### src/rtl/octflash_pkg.sv
package octflash_pkg;

  localparam int OPC_W  = 8;
  localparam int ALEN_W = 6;
  localparam int ADDR_W = 32;
  localparam int DUM_W  = 4;
  localparam int TXD_W  = 16;
  localparam int BITS_W = 5;
  localparam int RXD_W  = 8;
  localparam int ID_W   = 24;

  localparam logic [OPC_W-1:0] OP_RDSR   = 8'h05;
  localparam logic [OPC_W-1:0] OP_RDCR   = 8'h15;
  localparam logic [OPC_W-1:0] OP_WREN   = 8'h06;
  localparam logic [OPC_W-1:0] OP_WRSRCR = 8'h01;
  localparam logic [OPC_W-1:0] OP_WRCR2  = 8'h72;
  localparam logic [OPC_W-1:0] OP_SFDP   = 8'h5A;

  localparam logic [7:0]        VENDOR_CODE   = 8'hC2;
  localparam logic [3:0]        OCTAL_TYPE    = 4'h8;
  localparam logic [ADDR_W-1:0] PTAB_PTR_ADDR = 32'h0000_000C;
  localparam logic [ADDR_W-1:0] ORDER_OFFSET  = 32'h0000_0047;

  typedef enum logic [3:0] {
    ST_IDLE, ST_POLL_A, ST_RD_SR, ST_RD_CR, ST_WEN_A, ST_WR_SRCR,
    ST_POLL_B, ST_PTAB_PTR, ST_PTAB_ORD, ST_WEN_B, ST_WR_MODE
  } step_t;

  typedef struct packed {
    logic [OPC_W-1:0]  op;
    logic [ALEN_W-1:0] alen;
    logic [ADDR_W-1:0] addr;
    logic [DUM_W-1:0]  dummy;
    logic [TXD_W-1:0]  tx;
    logic [BITS_W-1:0] txb;
    logic [BITS_W-1:0] rxb;
  } cmd_t;

  function automatic logic id_supported(input logic [ID_W-1:0] id);
    return (id[23:16] == VENDOR_CODE) && (id[15:12] == OCTAL_TYPE);
  endfunction

  function automatic logic [7:0] drive_merge(input logic [7:0] cr, input logic [2:0] code);
    return {cr[7:3], code};
  endfunction

  function automatic logic [ADDR_W-1:0] order_addr(input logic [7:0] base);
    return {24'h0, base} + ORDER_OFFSET;
  endfunction

  function automatic logic [7:0] mode_byte(input logic dtr);
    return dtr ? 8'h02 : 8'h01;
  endfunction

  function automatic step_t next_step(input step_t s, input logic dtr);
    case (s)
      ST_POLL_A:   return ST_RD_SR;
      ST_RD_SR:    return ST_RD_CR;
      ST_RD_CR:    return ST_WEN_A;
      ST_WEN_A:    return ST_WR_SRCR;
      ST_WR_SRCR:  return ST_POLL_B;
      ST_POLL_B:   return dtr ? ST_PTAB_PTR : ST_WEN_B;
      ST_PTAB_PTR: return ST_PTAB_ORD;
      ST_PTAB_ORD: return ST_WEN_B;
      ST_WEN_B:    return ST_WR_MODE;
      default:     return ST_IDLE;
    endcase
  endfunction

endpackage

### src/rtl/octflash_idcheck.sv
module octflash_idcheck
  import octflash_pkg::*;
(
  input  logic [ID_W-1:0] id,
  output logic            ok
);
  assign ok = id_supported(id);
endmodule

### src/rtl/octflash_pollctr.sv
module octflash_pollctr #(
  parameter int MAX_POLLS = 8
) (
  input  logic clk,
  input  logic rst_n,
  input  logic clr,
  input  logic hit,
  output logic last
);
  localparam int CW = $clog2(MAX_POLLS + 1);
  localparam logic [CW-1:0] LAST_IDX = CW'(MAX_POLLS - 1);
  localparam logic [CW-1:0] CNT_MAX  = CW'(MAX_POLLS);

  logic [CW-1:0] cnt_q;

  always_ff @(posedge clk or negedge rst_n) begin
    if (!rst_n)   cnt_q <= '0;
    else if (clr) cnt_q <= '0;
    else if (hit) cnt_q <= cnt_q + 1'b1;
  end

  assign last = (cnt_q == LAST_IDX);

  AST_POLL_CNT_BOUND: assert property (@(posedge clk) disable iff (!rst_n)
    cnt_q <= CNT_MAX);
  AST_POLL_CNT_STEP: assert property (@(posedge clk) disable iff (!rst_n)
    (hit && !clr) |=> (cnt_q == $past(cnt_q) + 1'b1));
endmodule

### src/rtl/octflash_cmdfmt.sv
module octflash_cmdfmt
  import octflash_pkg::*;
#(
  parameter logic [2:0] DRIVE_CODE = 3'd7
) (
  input  step_t      step,
  input  logic       dtr,
  input  logic [7:0] sr,
  input  logic [7:0] cr,
  input  logic [7:0] base,
  output cmd_t       cmd
);
  always_comb begin
    cmd = '0;
    case (step)
      ST_POLL_A, ST_POLL_B, ST_RD_SR: begin
        cmd.op  = OP_RDSR;
        cmd.rxb = BITS_W'(8);
      end
      ST_RD_CR: begin
        cmd.op  = OP_RDCR;
        cmd.rxb = BITS_W'(8);
      end
      ST_WEN_A, ST_WEN_B: cmd.op = OP_WREN;
      ST_WR_SRCR: begin
        cmd.op  = OP_WRSRCR;
        cmd.tx  = {drive_merge(cr, DRIVE_CODE), sr};
        cmd.txb = BITS_W'(16);
      end
      ST_PTAB_PTR, ST_PTAB_ORD: begin
        cmd.op    = OP_SFDP;
        cmd.alen  = ALEN_W'(24);
        cmd.addr  = (step == ST_PTAB_PTR) ? PTAB_PTR_ADDR : order_addr(base);
        cmd.dummy = DUM_W'(8);
        cmd.rxb   = BITS_W'(8);
      end
      ST_WR_MODE: begin
        cmd.op   = OP_WRCR2;
        cmd.alen = ALEN_W'(32);
        cmd.tx   = {8'h00, mode_byte(dtr)};
        cmd.txb  = BITS_W'(8);
      end
      default: cmd = '0;
    endcase
  end
endmodule

### src/rtl/octflash_bringup.sv
module octflash_bringup
  import octflash_pkg::*;
#(
  parameter int         MAX_POLLS  = 8,
  parameter logic [2:0] DRIVE_CODE = 3'd7
) (
  input  logic              clk,
  input  logic              rst_n,
  input  logic              start,
  input  logic [ID_W-1:0]   jedec_id,
  input  logic              dtr_mode,
  output logic              cmd_req,
  output logic [OPC_W-1:0]  cmd_opcode,
  output logic [ALEN_W-1:0] cmd_addr_len,
  output logic [ADDR_W-1:0] cmd_addr,
  output logic [DUM_W-1:0]  cmd_dummy,
  output logic [TXD_W-1:0]  cmd_tx_data,
  output logic [BITS_W-1:0] cmd_tx_bits,
  output logic [BITS_W-1:0] cmd_rx_bits,
  input  logic              cmd_done,
  input  logic [RXD_W-1:0]  cmd_rx_data,
  output logic              seq_done,
  output logic              seq_err_id,
  output logic              seq_err_timeout,
  output logic              swap_en
);
  step_t      state;
  logic       req_q, mode_q, ord7_q;
  logic [7:0] sr_q, cr_q, base_q;
  logic       done_q, err_id_q, err_to_q, swap_q;
  cmd_t       cmd;

  // Named internal events
  logic id_ok, poll_last, done_evt, in_poll, poll_busy, poll_clr, poll_hit;

  assign done_evt  = req_q && cmd_done;
  assign in_poll   = (state == ST_POLL_A) || (state == ST_POLL_B);
  assign poll_busy = in_poll && cmd_rx_data[0];
  assign poll_clr  = (state == ST_IDLE) || (done_evt && !poll_busy);
  assign poll_hit  = done_evt && poll_busy;

  octflash_idcheck u_id (.id(jedec_id), .ok(id_ok));

  octflash_pollctr #(.MAX_POLLS(MAX_POLLS)) u_poll (
    .clk(clk), .rst_n(rst_n), .clr(poll_clr), .hit(poll_hit), .last(poll_last)
  );

  octflash_cmdfmt #(.DRIVE_CODE(DRIVE_CODE)) u_fmt (
    .step(state), .dtr(mode_q), .sr(sr_q), .cr(cr_q), .base(base_q), .cmd(cmd)
  );

  always_ff @(posedge clk or negedge rst_n) begin
    if (!rst_n) begin
      state    <= ST_IDLE;
      req_q    <= 1'b0;
      mode_q   <= 1'b0;
      ord7_q   <= 1'b0;
      sr_q     <= '0;
      cr_q     <= '0;
      base_q   <= '0;
      done_q   <= 1'b0;
      err_id_q <= 1'b0;
      err_to_q <= 1'b0;
      swap_q   <= 1'b0;
    end else begin
      done_q <= 1'b0;
      case (state)
        ST_IDLE: begin
          if (start) begin
            mode_q   <= dtr_mode;
            ord7_q   <= 1'b0;
            err_id_q <= 1'b0;
            err_to_q <= 1'b0;
            if (id_ok) begin
              state <= ST_POLL_A;
            end else begin
              done_q   <= 1'b1;
              err_id_q <= 1'b1;
              swap_q   <= 1'b0;
            end
          end
        end
        default: begin
          if (!req_q) begin
            req_q <= 1'b1;
          end else if (cmd_done) begin
            req_q <= 1'b0;
            if (poll_busy) begin
              if (poll_last) begin
                state    <= ST_IDLE;
                done_q   <= 1'b1;
                err_to_q <= 1'b1;
                swap_q   <= 1'b0;
              end
            end else begin
              case (state)
                ST_RD_SR:    sr_q   <= cmd_rx_data;
                ST_RD_CR:    cr_q   <= cmd_rx_data;
                ST_PTAB_PTR: base_q <= cmd_rx_data;
                ST_PTAB_ORD: ord7_q <= cmd_rx_data[7];
                default: ;
              endcase
              if (state == ST_WR_MODE) begin
                state  <= ST_IDLE;
                done_q <= 1'b1;
                swap_q <= mode_q & ord7_q;
              end else begin
                state <= next_step(state, mode_q);
              end
            end
          end
        end
      endcase
    end
  end

  assign cmd_req         = req_q;
  assign cmd_opcode      = cmd.op;
  assign cmd_addr_len    = cmd.alen;
  assign cmd_addr        = cmd.addr;
  assign cmd_dummy       = cmd.dummy;
  assign cmd_tx_data     = cmd.tx;
  assign cmd_tx_bits     = cmd.txb;
  assign cmd_rx_bits     = cmd.rxb;
  assign seq_done        = done_q;
  assign seq_err_id      = err_id_q;
  assign seq_err_timeout = err_to_q;
  assign swap_en         = swap_q;

  AST_BAD_ID_REJECT: assert property (@(posedge clk) disable iff (!rst_n)
    (state == ST_IDLE && start && !id_ok) |=> (seq_done && seq_err_id && !cmd_req));
  AST_REQ_HELD_STABLE: assert property (@(posedge clk) disable iff (!rst_n)
    (cmd_req && !cmd_done) |=> (cmd_req && $stable(cmd_opcode) && $stable(cmd_addr)
                                && $stable(cmd_tx_data) && $stable(cmd_addr_len)));
  AST_REQ_GAP: assert property (@(posedge clk) disable iff (!rst_n)
    (cmd_req && cmd_done) |=> !cmd_req);
  AST_TIMEOUT_QUIET: assert property (@(posedge clk) disable iff (!rst_n)
    seq_err_timeout |-> !cmd_req);
  AST_NO_PROBE_STR: assert property (@(posedge clk) disable iff (!rst_n)
    (cmd_req && cmd_opcode == OP_SFDP) |-> mode_q);
  AST_STR_NO_SWAP: assert property (@(posedge clk) disable iff (!rst_n)
    (seq_done && !mode_q) |-> !swap_en);
  AST_DONE_PULSE: assert property (@(posedge clk) disable iff (!rst_n)
    seq_done |=> !seq_done);
  AST_ONE_ERROR: assert property (@(posedge clk) disable iff (!rst_n)
    !(seq_err_id && seq_err_timeout));
endmodule

### config.mk
export PLATFORM = sky130hd
export DESIGN_NAME = octflash_bringup
export DESIGN_NICKNAME = d
export VERILOG_FILES = /design/src/rtl/octflash_pkg.sv /design/src/rtl/octflash_idcheck.sv /design/src/rtl/octflash_pollctr.sv /design/src/rtl/octflash_cmdfmt.sv /design/src/rtl/octflash_bringup.sv
export SDC_FILE = /design/constraint.sdc
export NUM_CORES = 1
export LEC_CHECK = 0
export BUFFER_PORTS_ARGS = -buffer_cell sky130_fd_sc_hd__clkbuf_2
export CORE_MARGIN = 2
export CORE_UTILIZATION = 42
export DETAILED_ROUTE_END_ITERATION = 8
export GPL_TIMING_DRIVEN = 0
export PLACE_DENSITY = 0.77
export REMOVE_ABC_BUFFERS = 1
export SLEW_MARGIN = 15
export SYNTH_ARGS = -nofsm -noshare
export SYNTH_HDL_FRONTEND = slang
export SYNTH_SLANG_ARGS = --single-unit
### constraint.sdc
create_clock -name clk -period 1.97 [get_ports clk]
set_input_delay 0.0985 -clock clk [delete_from_list [all_inputs] [get_ports clk]]
set_output_delay 0.0985 -clock clk [all_outputs]
set_load 0.03 [all_outputs]
==> metrics.md <==
| Metric | Value |
|---|---|
| Outcome | finished, final reports clean |
| Proportion of synthesized flip-flops having asynchronous set or reset | 1.000 |
| Hold wc startpoint | dtr_mode |
| Number of core rows | 27 |
| Effective utilization at floorplan | 0.4349 |
| Clock input transition at the sequential cells of the worst setup and hold paths | 80 ps |
| Maximum number of pins on one net before global-route repair | 37 |
| Proportion of synthesized chip area in sequential cells | 0.3762 |
| Met3 demand-to-capacity share in global routing | 0.05656 |
| Final worst-path cycle share | 0.9937 |
| Via count of the first global-routing pass | 1962 |
| TritonCTS clock tree | done |
| Core region area | ~5500 um^2 |
| Number of top-level pins | 118 |
| Setup repair after global routing missed its margin | yes |
| First drt pass iteration count | 4 |
| Highest clock rate | around 0.5 GHz |
| Most crowded layer after global routing | met2 |
| DRC violations left | 0 |
| All-layer global routing usage | 0.1851 |
| Mean Syn Cell Area | 9.503 um^2 |
| Flip-flop and latch count after synthesis | 36 |
| Commonest non-fill, non-tap cells in the layout | sky130_fd_sc_hd__clkbuf_2, sky130_fd_sc_hd__conb_1, sky130_fd_sc_hd__dfrtp_1 |
| Critical Path Sink Type | flip-flop |
| # H-tree levels | 2 |
| Routed vias/inst | between 5 and 6 |
| Cell area power density | between 1500 and 2000 nW/um^2 |
| Antenna cell count | 0 |
| Detailed placement HPWL | 3.876 mm |
| Total of fill cells in the finished design | just over 500 |
| Time the worst path needs with I/O delays and setup | just under 2000 ps |
| Relative slew slack | 0.3954 |
| Largest buffer count on any clock path | 2 |
| # port buffers | 68 |
| Die boundary height | 79.51 um |
| Prevailing post-synth register cell | sky130_fd_sc_hd__dfrtp_1 |
| Number of failing setup endpoints in the final timing report | 0 |
| Final count of pins violating max slew | 0 |
| Fin cells | between 400 and 500 |
| Later-pin clock latency in the skew report | 300 ps |
| Layout cell share with drive strength beyond 1 | 0.3994 |
| Aggregate global routing overflow | 0 |
| Count of max-cap constraint violations | 0 |
| Register area | just over 900 um^2 |
| Arrival time worst endpoint | between 2000 and 2500 ps |
| Die Footprint | between 6000 and 7000 um^2 |
| Top fanout value on the critical path | 7 |
| R2r startpoint | state[2]$_DFFE_PN0P_ |
| Total area of multi-input combinational cells | around 1300 um^2 |
| Width of the die | roughly 80 um |
| Worst Path Class, Setup | flip-flop to flip-flop |
| Unique masters post-synth | between 50 and 60 |
| Number of instances in the synthesized netlist | approximately 250 |
| Nets@finish | about 370 |
| Data required time at the worst endpoint | between 2000 and 2500 ps |
| Worst min path class | primary input to flip-flop |
| Maximum ir drop on the vdd rail | just over 1 mV |
| Number of clock sinks seen by CTS | 36 |
| Final Skew | around 9 ps |
| Routed vias | around 2100 |
| Global-route wire length before repair | just over 9 mm |
| Cell area after synthesis | 2395 um^2 |
| M1 GR Usage | 0.2036 |
| Nature of the critical path startpoint | flip-flop |
| Most common library cell in the layout ignoring fill and taps | sky130_fd_sc_hd__clkbuf_2 |
| Initial antenna violation count | 0 |
| Number of enable flip-flop cells after synthesis | 0 |
| Drt first-iter violations | ~150 |
| Number of nets still failing antenna checks after routing | 0 |
| Final Hold Viols | 0 |
| Yosys warning total | 0 |
| Routed len/inst | 14.93 um |
| GPL Wtd Cong | ~0.82 |
| Clk Tree Root Cell | sky130_fd_sc_hd__clkbuf_8 |
| Post-layout power | roughly 0.0046 W |
| Layout-stage area growth over the synthesis result | 22.05% |
| Least-Margin Pin Slew | 906.9 ps |
| Start point of the critical path | state[2]$_DFFE_PN0P_ |
| Met2 usage | 0.3303 |
| Leakage power summed over all cells | between 1 and 1.5 nW |
| Total CTS buffers | 5 |
| Post-detailed-routing wire length | between 6 and 7 mm |
| Inst Count DP | 377 |
==> per-stage QoR <==
step / cell area [um^2] / hold WS (ps) / util / TNS, ps / setup slack [ps]
2_1_floorplan: 2172 / -197.1 / - / -6214 / -501.4
3_3_place_gp: 2603 / 256.3 / 0.4726 / -2905 / -250.5
3_5_place_dp: 2603 / 267.9 / 0.4726 / -3182 / -268.6
4_1_cts: 2830 / 38.00 / 0.5140 / 0 / 11.48
5_1_grt: 2923 / 47.39 / 0.5308 / -6.678 / -6.678
6_report: 2923 / 33.27 / 0.5308 / 0 / 12.34
==> critical path, cell delays in order (launching register included) <==
cell and delay (ps):
sky130_fd_sc_hd__dfrtp_2 470, sky130_fd_sc_hd__or4_4 580, sky130_fd_sc_hd__mux2_4 330, sky130_fd_sc_hd__and3_4 170, sky130_fd_sc_hd__mux2_4 290
==> sequential cells by signal (all words and copies together), names as in the netlist <==
name	cells
base_q	8
cmd_req	1
cr_q	5
mode_q	1
ord7_q	1
seq_done	1
seq_err_id	1
seq_err_timeout	1
sr_q	8
state	4
swap_en	1
u_poll.cnt_q	4
==> path summary, 6_finish.rpt <==
check,slack [ps],cells past startpoint,to
min reg2reg,480,2,cr_q[7]$_DFFE_PN0P_
min in group asynchronous,480,2,base_q[0]$_DFFE_PN0P_
max in group asynchronous,870,2,state[2]$_DFFE_PN0P_
max,10,4,state[2]$_DFFE_PN0P_
min,30,2,mode_q$_DFFE_PN0P_
max reg2reg,10,4,state[2]$_DFFE_PN0P_
==> routing by layer <==
| metal | wire length (um) | share of wire |
|---|---|---|
| met1 | 2231 | 0.37 |
| met2 | 3216 | 0.53 |
| met3 | 449 | 0.074 |
| met5 | 0 | 0 |
| met4 | 150 | 0.025 |
==> power breakdown <==
part	switching, W	internal, W	leakage (nW)
clock	0.000276	0.000376	0.0552
combinational	0.00154	0.00104	0.988
sequential	0.000306	0.00105	0.446
total	0.00212	0.00246	1.49
==> Yosys cell counts (all sizes together) (2+ instances only) <==
master   n  area [um^2]
or4b     2        20.02
or4      2        18.77
xnor2    2        17.52
clkbuf   7        26.28
o21ai   11        55.05
a21oi    4        20.02
ha       2        25.02
o21a     4        30.03
and3     3        23.77
a31oi    3        18.77
mux2i    2        20.02
o31ai    3        22.52
inv      5        18.77
nor2    18        67.56
nand2   19        71.32
o22ai    2        12.51
or3      2        12.51
o21bai   2        15.01
xor2     4        35.03
and2    14        87.59
buf     44        331.6
a21o     2        15.01
mux2    22        255.3
dfrtp   36        900.9
nand3b   2        15.01
nand2b   5        31.28
nand3    8        40.04
==> cell type report <==
class | instances | share of cell area
clock buffers | 6 | 0.02483
clock inverters | 2 | 0.01199
inverters | 5 | 0.006421
multi-input cells | 196 | 0.4431
flip-flops and latches | 36 | 0.3099
well taps | 72 | 0.03082
repair buffers | 88 | 0.1729
==> cell families after synthesis <==
kind of cell | synth area share
compound gates | 0.1238
xor+xnor | 0.02194
fa+ha+maj | 0.01045
buf+inv | 0.1573
flops | 0.3762
mux | 0.1149
other cells | 0.001566
simple gates | 0.1938
==> repair_timing <==
item	CTS	global route
endpoints found under the setup margin	46	7
endpoints found under the hold margin	36	0
hold buffers	1	0
pin swaps	0	2
buffers inserted	8	11
resized for setup	13	4
(Power assumes the default switching activity.)
